[config.mk]
export PLATFORM = sky130hd
export DESIGN_NAME = scl_timebase
export DESIGN_NICKNAME = d
export VERILOG_FILES = /design/src/rtl/scl_timebase_pkg.sv /design/src/rtl/scl_timebase_shadow.sv /design/src/rtl/scl_timebase_prescale.sv /design/src/rtl/scl_timebase_phase.sv /design/src/rtl/scl_timebase.sv
export SDC_FILE = /design/constraint.sdc
export NUM_CORES = 1
export LEC_CHECK = 0
export BUFFER_PORTS_ARGS = -buffer_cell sky130_fd_sc_hd__buf_4
export CAP_MARGIN = 20
export CELL_PAD_IN_SITES_DETAIL_PLACEMENT = 1
export CELL_PAD_IN_SITES_GLOBAL_PLACEMENT = 2
export CORE_MARGIN = 5
export CORE_UTILIZATION = 35
export DETAILED_ROUTE_END_ITERATION = 10
export GPL_TIMING_DRIVEN = 1
export HOLD_SLACK_MARGIN = 0.1
export PLACE_DENSITY_LB_ADDON = 0.1
export SLEW_MARGIN = 30
export SYNTH_ARGS = -nofsm -noshare
export SYNTH_HDL_FRONTEND = slang
export SYNTH_SLANG_ARGS = --single-unit
[constraint.sdc]
create_clock -name clk -period 4.04 [get_ports clk]
set_clock_uncertainty 0.05 [all_clocks]
set_input_delay 0.404 -clock clk [delete_from_list [all_inputs] [get_ports clk]]
set_output_delay 0.404 -clock clk [all_outputs]
set_load 0.02 [all_outputs]
[src/rtl/scl_timebase_pkg.sv]
package scl_timebase_pkg;

  typedef enum logic {PH_LOW = 1'b0, PH_HIGH = 1'b1} scl_phase_e;

  // fixed extra module clocks added to each phase, chosen by prescaler
  function automatic int unsigned phase_offset(input int unsigned pre);
    if (pre == 0) return 7;
    if (pre == 1) return 6;
    return 5;
  endfunction

  // mid-high sampling point, in module clocks after the rising edge
  function automatic int unsigned mid_point(input int unsigned high_len);
    return high_len >> 1;
  endfunction

endpackage

[src/rtl/scl_timebase_shadow.sv]
module scl_timebase_shadow #(
  parameter int REG_W = 16,
  parameter int PSC_W = 8,
  parameter int CNT_W = REG_W + 1
) (
  input  logic             clk,
  input  logic             rst_n,
  input  logic             load,
  input  logic [PSC_W-1:0] cfg_pre,
  input  logic [REG_W-1:0] cfg_low,
  input  logic [REG_W-1:0] cfg_high,
  output logic [PSC_W-1:0] pre_q,
  output logic [CNT_W-1:0] low_len,
  output logic [CNT_W-1:0] high_len
);
  import scl_timebase_pkg::*;

  logic [CNT_W-1:0] ofs_n;
  logic [CNT_W-1:0] low_n;
  logic [CNT_W-1:0] high_n;

  always_comb begin
    ofs_n  = CNT_W'(phase_offset(int'(cfg_pre)));
    low_n  = CNT_W'(cfg_low) + ofs_n;
    high_n = CNT_W'(cfg_high) + ofs_n;
  end

  always_ff @(posedge clk or negedge rst_n) begin
    if (!rst_n) begin
      pre_q    <= '0;
      low_len  <= CNT_W'(7);
      high_len <= CNT_W'(7);
    end else if (load) begin
      pre_q    <= cfg_pre;
      low_len  <= low_n;
      high_len <= high_n;
    end
  end

endmodule

[src/rtl/scl_timebase_prescale.sv]
module scl_timebase_prescale #(
  parameter int PSC_W = 8
) (
  input  logic             clk,
  input  logic             rst_n,
  input  logic             clear,
  input  logic             running,
  input  logic [PSC_W-1:0] pre_q,
  output logic             tick
);
  logic [PSC_W-1:0] div_cnt;

  assign tick = running && (div_cnt == pre_q);

  always_ff @(posedge clk or negedge rst_n) begin
    if (!rst_n)      div_cnt <= '0;
    else if (clear)  div_cnt <= '0;
    else if (tick)   div_cnt <= '0;
    else if (running) div_cnt <= div_cnt + 1'b1;
  end

endmodule

[src/rtl/scl_timebase_phase.sv]
module scl_timebase_phase #(
  parameter int CNT_W = 17
) (
  input  logic             clk,
  input  logic             rst_n,
  input  logic             run_en,
  input  logic             start,
  input  logic             running,
  input  logic             tick,
  input  logic [CNT_W-1:0] low_len,
  input  logic [CNT_W-1:0] high_len,
  output logic             scl_o,
  output logic             fall_stb,
  output logic             rise_stb,
  output logic             mid_stb,
  output logic             period_end
);
  import scl_timebase_pkg::*;

  scl_phase_e       phase;
  logic [CNT_W-1:0] cnt;
  logic [CNT_W-1:0] cur_len;
  logic [CNT_W-1:0] half_len;
  logic             phase_end;
  logic             mid_hit;

  always_comb begin
    cur_len    = (phase == PH_LOW) ? low_len : high_len;
    half_len   = CNT_W'(mid_point(int'(high_len)));
    phase_end  = running && tick && (cnt == cur_len - 1'b1);
    period_end = phase_end && (phase == PH_HIGH);
    mid_hit    = running && tick && (phase == PH_HIGH) && (cnt == half_len - 1'b1);
  end

  always_ff @(posedge clk or negedge rst_n) begin
    if (!rst_n) begin
      phase    <= PH_HIGH;
      cnt      <= '0;
      scl_o    <= 1'b1;
      fall_stb <= 1'b0;
      rise_stb <= 1'b0;
      mid_stb  <= 1'b0;
    end else if (!run_en) begin
      phase    <= PH_HIGH;
      cnt      <= '0;
      scl_o    <= 1'b1;
      fall_stb <= 1'b0;
      rise_stb <= 1'b0;
      mid_stb  <= 1'b0;
    end else begin
      fall_stb <= 1'b0;
      rise_stb <= 1'b0;
      mid_stb  <= mid_hit;
      if (start) begin
        phase    <= PH_LOW;
        cnt      <= '0;
        scl_o    <= 1'b0;
        fall_stb <= 1'b1;
      end else if (phase_end) begin
        cnt <= '0;
        if (phase == PH_LOW) begin
          phase    <= PH_HIGH;
          scl_o    <= 1'b1;
          rise_stb <= 1'b1;
        end else begin
          phase    <= PH_LOW;
          scl_o    <= 1'b0;
          fall_stb <= 1'b1;
        end
      end else if (tick) begin
        cnt <= cnt + 1'b1;
      end
    end
  end

endmodule

[src/rtl/scl_timebase.sv]
module scl_timebase #(
  parameter int REG_W = 16,
  parameter int PSC_W = 8
) (
  input  logic             clk,
  input  logic             rst_n,
  input  logic             run_en,
  input  logic [PSC_W-1:0] cfg_pre,
  input  logic [REG_W-1:0] cfg_low,
  input  logic [REG_W-1:0] cfg_high,
  output logic             scl_o,
  output logic             fall_stb,
  output logic             rise_stb,
  output logic             mid_stb
);
  localparam int CNT_W = REG_W + 1;

  logic             active;
  logic             start;
  logic             tick;
  logic             period_end;
  logic             load;
  logic [PSC_W-1:0] pre_q;
  logic [CNT_W-1:0] low_len;
  logic [CNT_W-1:0] high_len;

  assign start = run_en && !active;
  assign load  = start || period_end;

  always_ff @(posedge clk or negedge rst_n) begin
    if (!rst_n) active <= 1'b0;
    else        active <= run_en;
  end

  scl_timebase_shadow #(.REG_W(REG_W), .PSC_W(PSC_W), .CNT_W(CNT_W)) u_shadow (
    .clk(clk), .rst_n(rst_n), .load(load),
    .cfg_pre(cfg_pre), .cfg_low(cfg_low), .cfg_high(cfg_high),
    .pre_q(pre_q), .low_len(low_len), .high_len(high_len)
  );

  scl_timebase_prescale #(.PSC_W(PSC_W)) u_pre (
    .clk(clk), .rst_n(rst_n), .clear(!run_en || start),
    .running(active), .pre_q(pre_q), .tick(tick)
  );

  scl_timebase_phase #(.CNT_W(CNT_W)) u_phase (
    .clk(clk), .rst_n(rst_n), .run_en(run_en), .start(start),
    .running(active), .tick(tick), .low_len(low_len), .high_len(high_len),
    .scl_o(scl_o), .fall_stb(fall_stb), .rise_stb(rise_stb),
    .mid_stb(mid_stb), .period_end(period_end)
  );

endmodule

# Word-level counts from Yosys, hierarchy flattened
# Cells that the tools add are included.
# Widths: inputs -> output; s select.
# word_totals
output_inout_bits	4
ff_bits	72
# op_classes
n_eq_ne	6
n_mux	27
n_addsub	6
reduce_logical	13
# ops
cell	n
$mux 17	7
$add 16x17->17	2
$eq 17x17->1	2
$mux 8	3
$add 17x1->17 const B	1
$sub 16x1->17 const B	1
$sub 17x1->17 const B	1
$mux 1	15
$add 8x1->8 const B	1
$eq 8x1->1 const B	1
$eq 8x8->1	1
$logic_not 8->1	1
$logic_and 1x1->1	7
$mux 3	2
$ne 4x1->1 const B	1
$ne 3x1->1 const B	1
$reduce_bool 3->1	1
$logic_not 1->1	2
$logic_or 1x1->1	2

# Longest topological paths before layout
# depth
ltp_word	7
ltp_mapped	15

# By module
# Synthesis repeated with hierarchy kept, for this count alone.
# hier_totals
cells_unflattened	593
hier_area_um2	5401.4
# by_module_without_submodules
module	seq_area_each_um2	area_per_inst_um2	cells_each	instances
scl_timebase_phase	526.8	2635.0	329	1
scl_timebase_shadow	1058.5	2184.6	208	1
scl_timebase_prescale	200.2	533.0	52	1
scl_timebase	25.0	48.8	4	1

# Worst setup path after synthesis
# Ideal clock, no wire load.
# synth_path
kind	reg2reg
startpoint	reg u_phase.phase
endpoint	reg u_shadow.high_len[10]
n_path_buf	5
setup_time_ns	0.125
required_time_ns	3.865
arrival_time_ns	3.753
stages_incl_launch_ff	15
setup_slack_ns	0.112
cell_sequence	dfstp_2 > buf_2 > buf_6 > buf_4 > buf_2 > mux2i_1 > ha_1 > nor4bb_1 > o22ai_1 > nor4bb_1 > a211oi_1 > nor4_4 > a22oi_4 > buf_6 > mux2_4
# synth_between
elab_chain_len	6
# synth_rtl
item	line	source
start: declaration	scl_timebase_phase.sv:20	scl_phase_e phase;
start signal: assignment	scl_timebase_phase.sv:37	phase <= PH_HIGH;
start signal: assignment	scl_timebase_phase.sv:44	phase <= PH_HIGH;
start signal: assignment	scl_timebase_phase.sv:55	phase <= PH_LOW;
$mux 17	scl_timebase_phase.sv:28	cur_len = (phase == PH_LOW) ? low_len : high_len;
$sub 17x1->17	scl_timebase_phase.sv:30	phase_end = running && tick && (cnt == cur_len - 1'b1);
$eq 17x17->1	scl_timebase_phase.sv:30	
$logic_and 1x1->1	scl_timebase_phase.sv:30	
$logic_and 1x1->1 *	scl_timebase_phase.sv:31	period_end = phase_end && (phase == PH_HIGH);
$logic_or 1x1->1 *	scl_timebase.sv:28	assign load = start || period_end;
end signal: assignment	scl_timebase_shadow.sv:36	high_len <= high_n;
end: declaration	scl_timebase_shadow.sv:14	output logic [CNT_W-1:0] high_len
# Mark *: on every way between the ends. The rest lies on a longest branch, timed or not.
# A chain may end at the register's enable or synchronous reset.

# Worst setup path after layout
# layout_path
startpoint	reg u_phase.phase
endpoint	reg u_shadow.low_len[12]
# layout_between
elab_chain_len	6
# layout_rtl
item	line	source
$mux 17	scl_timebase_phase.sv:28	
$sub 17x1->17	scl_timebase_phase.sv:30	
$eq 17x17->1	scl_timebase_phase.sv:30	
$logic_and 1x1->1	scl_timebase_phase.sv:30	
$logic_and 1x1->1 *	scl_timebase_phase.sv:31	
$logic_or 1x1->1 *	scl_timebase.sv:28	
end signal: assignment	scl_timebase_shadow.sv:35	low_len <= low_n;
end: declaration	scl_timebase_shadow.sv:13	output logic [CNT_W-1:0] low_len,
# Marks and branches as above.

==> results.sh <==
export IMPL_clkSlewWorstSetupHoldPaths_ns=0.06
export IMPL_maxSlewViolCount=0
export IMPL_dp_cells=747
export IMPL_yosys_area_top_type="dfrtp_1"
export IMPL_globalplace_congestion=0.857
export IMPL_crit_family="compound AO/OA/AOI/OAI gates"
export IMPL_startpoint="u_phase.phase"
export IMPL_ff2ff_setup_slack_ns=0.31
export IMPL_io_buffer_count=46
export IMPL_highest_layer="met4"
export IMPL_crit_required_ns=4.21
export IMPL_power_density_nw_per_um2=378
export IMPL_synth_seq_area_share=0.343
export IMPL_final_nets=624
export IMPL_yosys_top_cells_area="dfrtp_1, xnor2_1, mux2_4, xor2_1, mux2i_1"
export IMPL_grt_max_degree=73
export IMPL_endpoint_kind="flip-flop"
export IMPL_die_y_um=133
export IMPL_max_slew_margin=0.557
export IMPL_p_leak_nw=2.65
export IMPL_post_route_util=0.408
export IMPL_crit_arrival_ns=3.90
export IMPL_synth_most_common_cell="xnor2_1"
export IMPL_dieArea_um2=17700
export IMPL_drt_wl_total_um=13500
export IMPL_min_to="active"
export IMPL_finalCritPeriodShare=0.923
export IMPL_drt_met1_wl_um=6710
export IMPL_timing_rr_end="u_shadow.low_len[12]"
export IMPL_initial_core_util=0.353
export IMPL_numCtsBuffers=9
export IMPL_synth_cell_area_um2=5280
export IMPL_core_area_um2=15000
export IMPL_yosys_register_bits=72
export IMPL_finalSetupViolations=0
export IMPL_async_flop_share=1.00
export IMPL_cp_num_buf_inv=2
export IMPL_cts_root_buf="clkbuf_16"
export IMPL_clk_insertion_delay_late_ns=0.34
export IMPL_cap_violations=0
export IMPL_min_path_type="primary input to flip-flop"
export IMPL_rsz0062_at_grt="no"
export IMPL_drc=0
export IMPL_postCtsResizedCells=0
export IMPL_peakVddDrop_mv=0.198
export IMPL_grt_pass1_wl_um=22400
export IMPL_startpoint_type="flip-flop"
export IMPL_overflow=0
export IMPL_report_final_hold_viol_count=0
export IMPL_routed_wl_met2_um=6200
export IMPL_r2r_start="u_phase.phase"
export IMPL_path_max_fanout=44
export IMPL_hold_path_startpoint="run_en"
export IMPL_ant_nets=0
export IMPL_cts_tree="yes"
export IMPL_wire_per_inst_um=17.7
export IMPL_clock_sinks=72
export IMPL_via_count=3993
export IMPL_critPathKind="flip-flop to flip-flop"
export IMPL_outcome="finished, final reports clean"
export IMPL_drtPass1Iterations=4
export IMPL_syn2layout_area_growth_pct=15.6
export IMPL_grt_antenna_before_repair=0
export IMPL_htree_num_levels=3
export IMPL_drt_iter0_drc=122
export IMPL_synth_commonest_cells="xnor2_1, dfrtp_1, nor2_1"
export IMPL_hpwl_um=10600
export IMPL_min_period_ns=3.73
export IMPL_fp_row_count=45
export IMPL_netlist_area_leader_share=0.308
export IMPL_final_cells=764
export IMPL_synth_distinct_cells=61
export IMPL_synth_edff_count=0
export IMPL_tightest_slew_ns=0.658
export IMPL_dr_wl_met3_um=248
export IMPL_path_cells="buf_4 > mux2i_1 > o2111ai_1 > xnor2_1 > nor4b_1 > a211oi_1 > nor4_4 > a22oi_4 > buf_12 > mux2_1"
export IMPL_cp_slowest_stage_delay_ns=0.56
export IMPL_synthCells=535
export IMPL_die_w_um=133
export IMPL_setup_total_negative_slack_ns=0
export IMPL_reg2reg_depth=10
export IMPL_postSynthNetCount=588
export IMPL_cts_max_path_buffers=2
export IMPL_worstHoldPathCells=1
export IMPL_n_antenna_cell=0
export IMPL_critPathSlowestCell="dfstp_2"
export IMPL_grt_pass1_vias=4200
export IMPL_ys_flop_type="dfrtp_1"
export IMPL_final_layout_size_suffix_gt1_frac=0.219
export IMPL_finalPower_w=0.00231
export IMPL_fillers=1703
export IMPL_yosys_warnings=0
export IMPL_grt_usage=0.161
export IMPL_io_pins=47
export IMPL_synth_avg_cell_area_um2=9.87
export IMPL_fmax_ghz=0.268
export IMPL_viasPerCell=5.23
routing by layer:
| metal | up-vias | track usage |
|---|---|---|
| li1 | 1944 | - |
| met1 | 1978 | 0.225 |
| met2 | 54 | 0.246 |
| met3 | 17 | 0.0224 |
| met4 | 0 | 0.0745 |
| met5 | - | 0 |
final cells by class:
type                            count  area (µm²)  area share
Clock buffer                       11         243      0.0398
Clock inverter                      5        81.3      0.0133
Inverter                           16        60.1     0.00984
Multi-Input combinational cell    418        3250       0.532
Sequential cell                    72        1810       0.297
Tap cell                          188         235      0.0385
Timing Repair Buffer               54         424      0.0695
repair_timing:
item	4_1_cts	5_1_grt
setup buffers	0	0
hold buffers	0	1
endpoints found under the hold margin	0	35
how the worst max path moves through the flow:
stage                       endpoint  slack, ns  cells past startpoint
2_1_floorplan  u_shadow.high_len[10]       0.11                     14
3_3_place_gp    u_shadow.low_len[12]       0.34                     10
3_5_place_dp    u_shadow.low_len[12]       0.26                     10
4_1_cts         u_shadow.low_len[12]       0.25                     10
5_1_grt         u_shadow.low_len[12]       0.06                     10
6_report        u_shadow.low_len[12]       0.31                     10
stage by stage:
step                setup WS [ns]  hold WS [ns]  instance area [µm²]
floorplan                   0.112        0.0584                 5280
global placement            0.342         0.424                 5770
detailed placement          0.262         0.428                 5770
CTS                         0.246         0.174                 6090
global route               0.0638         0.189                 6100
finish                      0.309         0.194                 6100
logic make-up after synthesis:
group / after synthesis / share of synthesized area
compound gates: 48 / 0.0649
mux: 62 / 0.153
xor+xnor: 103 / 0.171
flops: 72 / 0.343
fa+ha+maj: 10 / 0.0265
simple gates: 195 / 0.201
buf+inv: 45 / 0.0419
worst register-to-register path, cell delays in order, from the launching register on:
cell and delay (ns):
dfstp_2 0.56, buf_4 0.47, mux2i_1 0.45, o2111ai_1 0.26, xnor2_1 0.21, nor4b_1 0.08
a211oi_1 0.50, nor4_4 0.12, a22oi_4 0.19, buf_12 0.31, mux2_1 0.39
power by group:
part	switching, W	internal, W	leakage (nW)	total, W
Sequential	0.000121	0.000800	0.901	0.000921
Clock	0.000308	0.000557	0.156	0.000866
Combinational	0.000245	0.000275	1.59	0.000520
placed cells by master, fill, tap and decap left out, types with 9 or more instances in the layout:
cell type  netlist  routed
mux2_4          36      36
inv_1           16      16
buf_4            1      51
xor2_1          34      34
mux2i_1         22      22
nor4_1          10      10
xnor2_1         69      69
nand2_1         37      37
and3_1          11      11
nand4_1         14      14
a21oi_1         10      10
nor2_1          47      47
dfrtp_1         65      65
clkbuf_16        0       9
nor3_1          12      12
nand3_1         19      19
registers in the layout (all words and copies together) (netlist names):
| name | flops |
|---|---|
| u_shadow.low_len | 17 |
| u_phase.fall_stb | 1 |
| u_shadow.pre_q | 8 |
| u_phase.mid_stb | 1 |
| active | 1 |
| u_phase.phase | 1 |
| u_phase.rise_stb | 1 |
| u_shadow.high_len | 17 |
| u_phase.cnt | 17 |
| u_pre.div_cnt | 8 |
No activity file was read; power rests on OpenSTA's default activity.
